File: config.mk
export PLATFORM = sky130hd
export DESIGN_NAME = tok_col_loader
export DESIGN_NICKNAME = d
export VERILOG_FILES = /design/src/rtl/tok_loader_pkg.sv /design/src/rtl/tok_chain.sv /design/src/rtl/col_bank.sv /design/src/rtl/tok_col_loader.sv
export SDC_FILE = /design/constraint.sdc
export NUM_CORES = 2
export LEC_CHECK = 0
export ABC_AREA = 1
export BUFFER_PORTS_ARGS = -buffer_cell sky130_fd_sc_hd__buf_2
export CAP_MARGIN = 20
export CORE_UTILIZATION = 39
export DETAILED_ROUTE_END_ITERATION = 8
export PLACE_DENSITY_LB_ADDON = 0.3
export SETUP_SLACK_MARGIN = 0.2
export SLEW_MARGIN = 10
export SYNTH_ARGS = -nofsm -noshare
export SYNTH_HDL_FRONTEND = slang
export SYNTH_HIERARCHICAL = 1
export SYNTH_SLANG_ARGS = --single-unit
export TNS_END_PERCENT = 1
File: constraint.sdc
create_clock -name clk_i -period 2.58 [get_ports clk_i]
set_input_delay 0.516 -clock clk_i [delete_from_list [all_inputs] [get_ports clk_i]]
set_output_delay 0.516 -clock clk_i [all_outputs]
set_load 0.02 [all_outputs]
File: src/rtl/tok_loader_pkg.sv
package tok_loader_pkg;
  typedef enum logic {
    FILL_DOWN = 1'b0,
    FILL_UP   = 1'b1
  } fill_dir_e;
endpackage

File: src/rtl/tok_chain.sv
module tok_chain
  import tok_loader_pkg::*;
#(
  parameter int NUM_COLS   = 200,
  parameter int SHORT_COLS = 192
) (
  input  logic                clk_i,
  input  logic                rst_ni,
  input  logic                dir_i,
  input  logic                short_i,
  input  logic                start_i,
  input  logic                adv_i,
  output logic [NUM_COLS-1:0] tok_o,
  output logic                last_o
);
  localparam int IW = (NUM_COLS > 1) ? $clog2(NUM_COLS) : 1;

  fill_dir_e           dir;
  logic [IW-1:0]       last_col, entry_idx, exit_idx;
  logic [NUM_COLS-1:0] tok_q, tok_d;

  assign dir       = fill_dir_e'(dir_i);
  assign last_col  = short_i ? IW'(SHORT_COLS - 1) : IW'(NUM_COLS - 1);
  assign entry_idx = (dir == FILL_UP) ? '0 : last_col;
  assign exit_idx  = (dir == FILL_UP) ? last_col : '0;

  for (genvar p = 0; p < NUM_COLS; p++) begin : g_pos
    logic up_in, dn_in;
    if (p == 0) begin : g_lo_end
      assign up_in = 1'b0;
    end else begin : g_lo_mid
      assign up_in = tok_q[p-1] && (IW'(p-1) != exit_idx);
    end
    if (p == NUM_COLS - 1) begin : g_hi_end
      assign dn_in = 1'b0;
    end else begin : g_hi_mid
      assign dn_in = tok_q[p+1] && (IW'(p+1) != exit_idx);
    end
    assign tok_d[p] = start_i ? (IW'(p) == entry_idx) :
                      adv_i   ? ((dir == FILL_UP) ? up_in : dn_in) :
                                tok_q[p];
  end

  always_ff @(posedge clk_i or negedge rst_ni) begin
    if (!rst_ni) tok_q <= '0;
    else         tok_q <= tok_d;
  end

  assign tok_o  = tok_q;
  assign last_o = adv_i && tok_q[exit_idx];

  p_single_token_r2: assert property (@(posedge clk_i) disable iff (!rst_ni)
    $onehot0(tok_q));
  p_start_entry_r2: assert property (@(posedge clk_i) disable iff (!rst_ni)
    start_i |=> tok_q[$past(entry_idx)]);
  p_stall_hold_r5: assert property (@(posedge clk_i) disable iff (!rst_ni)
    (!start_i && !adv_i) |=> $stable(tok_q));
  p_exit_clears_r6: assert property (@(posedge clk_i) disable iff (!rst_ni)
    last_o |=> (tok_q == '0));
endmodule

File: src/rtl/col_bank.sv
module col_bank #(
  parameter int NUM_COLS = 200,
  parameter int DATA_W   = 6
) (
  input  logic                       clk_i,
  input  logic                       rst_ni,
  input  logic [NUM_COLS-1:0]        cap_en_i,
  input  logic [DATA_W-1:0]          data_i,
  input  logic                       latch_i,
  output logic [NUM_COLS*DATA_W-1:0] cols_o
);
  localparam int BANK_W = NUM_COLS * DATA_W;

  logic [BANK_W-1:0] tmp_q, out_q;

  for (genvar c = 0; c < NUM_COLS; c++) begin : g_col
    always_ff @(posedge clk_i or negedge rst_ni) begin
      if (!rst_ni)          tmp_q[c*DATA_W +: DATA_W] <= '0;
      else if (cap_en_i[c]) tmp_q[c*DATA_W +: DATA_W] <= data_i;
    end

    p_capture_r3: assert property (@(posedge clk_i) disable iff (!rst_ni)
      cap_en_i[c] |=> (tmp_q[c*DATA_W +: DATA_W] == $past(data_i)));
  end

  always_ff @(posedge clk_i or negedge rst_ni) begin
    if (!rst_ni)      out_q <= '0;
    else if (latch_i) out_q <= tmp_q;
  end

  assign cols_o = out_q;

  p_out_hold_r8: assert property (@(posedge clk_i) disable iff (!rst_ni)
    !latch_i |=> $stable(cols_o));
  p_latch_copy_r9: assert property (@(posedge clk_i) disable iff (!rst_ni)
    latch_i |=> (cols_o == $past(tmp_q)));
endmodule

File: src/rtl/tok_col_loader.sv
module tok_col_loader #(
  parameter int NUM_COLS   = 200,
  parameter int SHORT_COLS = 192,
  parameter int DATA_W     = 6
) (
  input  logic                       clk_i,
  input  logic                       rst_ni,
  input  logic                       dir_i,
  input  logic                       short_mode_i,
  input  logic                       token_i,
  input  logic                       valid_i,
  input  logic [DATA_W-1:0]          data_i,
  input  logic                       latch_i,
  output logic                       token_o,
  output logic [NUM_COLS*DATA_W-1:0] cols_o
);
  logic                adv;
  logic [NUM_COLS-1:0] tok, cap_en;

  // start cycle never captures
  assign adv    = valid_i && !token_i;
  assign cap_en = tok & {NUM_COLS{adv}};

  tok_chain #(.NUM_COLS(NUM_COLS), .SHORT_COLS(SHORT_COLS)) u_chain (
    .clk_i   (clk_i),
    .rst_ni  (rst_ni),
    .dir_i   (dir_i),
    .short_i (short_mode_i),
    .start_i (token_i),
    .adv_i   (adv),
    .tok_o   (tok),
    .last_o  (token_o)
  );

  col_bank #(.NUM_COLS(NUM_COLS), .DATA_W(DATA_W)) u_bank (
    .clk_i    (clk_i),
    .rst_ni   (rst_ni),
    .cap_en_i (cap_en),
    .data_i   (data_i),
    .latch_i  (latch_i),
    .cols_o   (cols_o)
  );

  p_tok_out_pulse_r6: assert property (@(posedge clk_i) disable iff (!rst_ni)
    token_o |=> !token_o);
  p_tok_out_valid_r6: assert property (@(posedge clk_i) disable iff (!rst_ni)
    token_o |-> (valid_i && !token_i));
endmodule

==> impl_metrics.ini <==
[worst_setup_path]
required_ns = 2.06
path_cells = inv_2, nand2_2, o21ai_2, a21oi_2, buf_4
cp-start-kind = flip-flop
critPathCaptureType = output port
r2r_start = u_chain/tok_o[4]$_DFFE_PN0P_
slowest_delay_ns = 0.36
cp_max_fo = 2
critPathLaunch = u_chain/tok_o[191]$_DFFE_PN0P_
critPathKind = flip-flop to output port
cp_slowest_cell = dfrtp_1
arrival_ns = 1.88

[grt]
overflow = 0
grt_max_degree = 135
grt_pass1_vias = 78130
antenna_found_initial = 4
grtUsageTotal_pct = 24.40
grt_pass1_wl_um = 493400

[logic_synthesis]
ys.flop_type = dfrtp_1
synth.distinct_cells = 21
async_reset_ff_share_pct = 100.0
synth.avg_cell_area_um2 = 8.628
synthCells = 11920
synth_edf_count = 0
ys_seq_area_share_pct = 63.24
synth_top_cell_by_area = dfrtp_1
synth.area.top_cells = dfrtp_1, nand2_1, inv_1
ys_top_cells_by_count = nand2_1, dfrtp_1, inv_1
ys_warn_count = 6
syn_area_um2 = 102900
yosysTopAreaCellShare_pct = 63.24
syn_nets = 11940
ys_seq_elements = 2600
yosysMostFrequentCell = nand2_1

[finish]
nFillCells = 25280
layout-drive-gt1-share_pct = 15.09
finish.utilization_pct = 46.67
stdcell_count = 16810
area_growth_pct = 18.98
final_nets = 13110

[routing]
dr.pass1.iters = 5
wl_per_cell_um = 19.58
viasPerCell = 4.806
initialDrtViolationCount = 7268
routed_wirelength_um = 329000
remaining_drc_errors = 0
vias = 80760
ant_nets = 0

[place]
port_buffers = 1213
dp_cells = 16310
post-place-ws_ns = 0.1164
place_congestion = 0.9276
place_hpwl_um = 229500

[timing]
post-route-period-util_pct = 92.94
report.final.slew_viol_count = 0
setup_viol = 0
maxSlewHeadroom_pct = 49.93
max_freq_mhz = 417.0
setup_tns_ns = 0
hold_viol_final = 0
layout_setup_ws_ns = 0.1822
skew_ns = 0.1141
rsz0062_at_grt = yes
timing.final.crit_period_ns = 2.398
worst_slew_pin_slew_ns = 0.7483

[clock_network]
clkSlewWorstSetupHoldPaths_ns = 0.06
cts.sinks = 2600
cts_htree_levels = 5
cts_root_buf = clkbuf_16
cts_buffers = 291
cts_tree = yes
clock_path_buffers = 4
clkLatencyLatePin_ns = 0.98

[pwr]
p_leak_nw = 68.34
ir_drop_mv = 0.6692
p_total_mw = 120.8
p_per_area_nw_per_um2 = 986.7

[floorplan]
io_pins = 1214
row_count = 188
fp.coreArea_um2 = 262300
dieArea_um2 = 265800
die_x_um = 515.6
initial_core_util_pct = 39.22
die_h_um = 515.6

[min_path]
hold_path.class = input port to flip-flop
hp-start = data_i[1]

[flow_run]
drv_cap = 0

[run_status]
status = complete, no violations
-- routing by layer --
metal  track usage (%)  part of all wire [%]
met1             33.75                    43
met2             37.81                    46
met3             4.606                   6.9
met4             9.544                   4.0
met5                 0                     0
-- worst max-delay path: cells and delay by family (launching register included) --
kind                   cells  cell delay [ns]
AO/OA/AOI/OAI              2             0.33
buffers and inverters      2             0.24
flip-flops                 1             0.36
AND/OR/NAND/NOR            1             0.08
-- per-stage QoR --
step                      instance area, µm²  hold WS [ns]
after floorplan                       102900        0.2204
after global placement                113100        0.4496
after detailed placement              113100        0.4530
after CTS                             122400     0.0003921
after global routing                  122400       0.04478
final                                 122400       0.06000
-- power by group --
part	internal (mW)	switching, mW	total, mW
registers	50.1	7.24	57.4
logic	7.31	15.6	22.9
clock network	23.8	16.6	40.5
total	81.3	39.5	121
-- registers in the layout, indices dropped and copies added (netlist names) --
signal,count
u_chain/tok_o,200
u_bank/tmp_q,1200
u_bank/cols_o,1200
-- placed cells by master, fill, tap and decap left out, types with 9 or more instances in the layout --
cell,netlist,layout
clkbuf_1,46,60
buf_2,353,1203
nand2_1,7411,7409
buf_4,234,252
o21ai_0,87,86
o211ai_1,196,196
clkbuf_16,0,294
clkinv_2,0,34
buf_12,2,111
bufinv_16,0,14
inv_6,0,10
inv_1,603,602
dfrtp_1,2600,2600
nor2_1,201,201
clkbuf_8,1,54
dlygate4sd3_1,0,9
o21ai_1,112,112
-- path summary, 6_finish.rpt --
path	endpoint	slack (ns)	cells past startpoint
worst max-delay path	token_o	0.18	5
worst min register to register	u_bank/cols_o[853]$_DFFE_PN0P_	0.42	2
max in group asynchronous	u_bank/cols_o[235]$_DFFE_PN0P_	1.32	4
worst min-delay path	u_bank/tmp_q[1057]$_DFFE_PN0P_	0.06	3
worst max register to register	u_bank/tmp_q[28]$_DFFE_PN0P_	0.90	5
min in group asynchronous	u_bank/cols_o[893]$_DFFE_PN0P_	0.25	2
-- layout make-up --
class / count / area (µm²) / area share [%]
inverter: 606 / 2290 / 1.871
clock buffer: 408 / 8325 / 6.802
tap: 3515 / 4398 / 3.593
timing repair buffer: 1584 / 10360 / 8.462
sequential: 2600 / 65060 / 53.15
clock inverter: 73 / 845.8 / 0.6910
antenna: 2 / 5.005 / 0.004089
multi-input combinational: 8017 / 31120 / 25.42
-- repair_timing --
action,CTS,global route
pin swaps,1,1
setup buffers,3,1
setup endpoints to repair,1,1
gates cloned,0,0
hold endpoints to repair,420,0
hold buffers,10,0
resized for setup,3,4
-- kinds of logic (layout without fill, tap and decap cells) --
kind of cell	count (synthesis)	count (layout)	synth area share, %
compound gates	397	397	2.408
simple gates	7620	7620	27.83
flops	2600	2600	63.24
buf+inv	1306	2671	6.522
other cells	0	2	0
No activity file was read; power rests on OpenSTA's default activity.
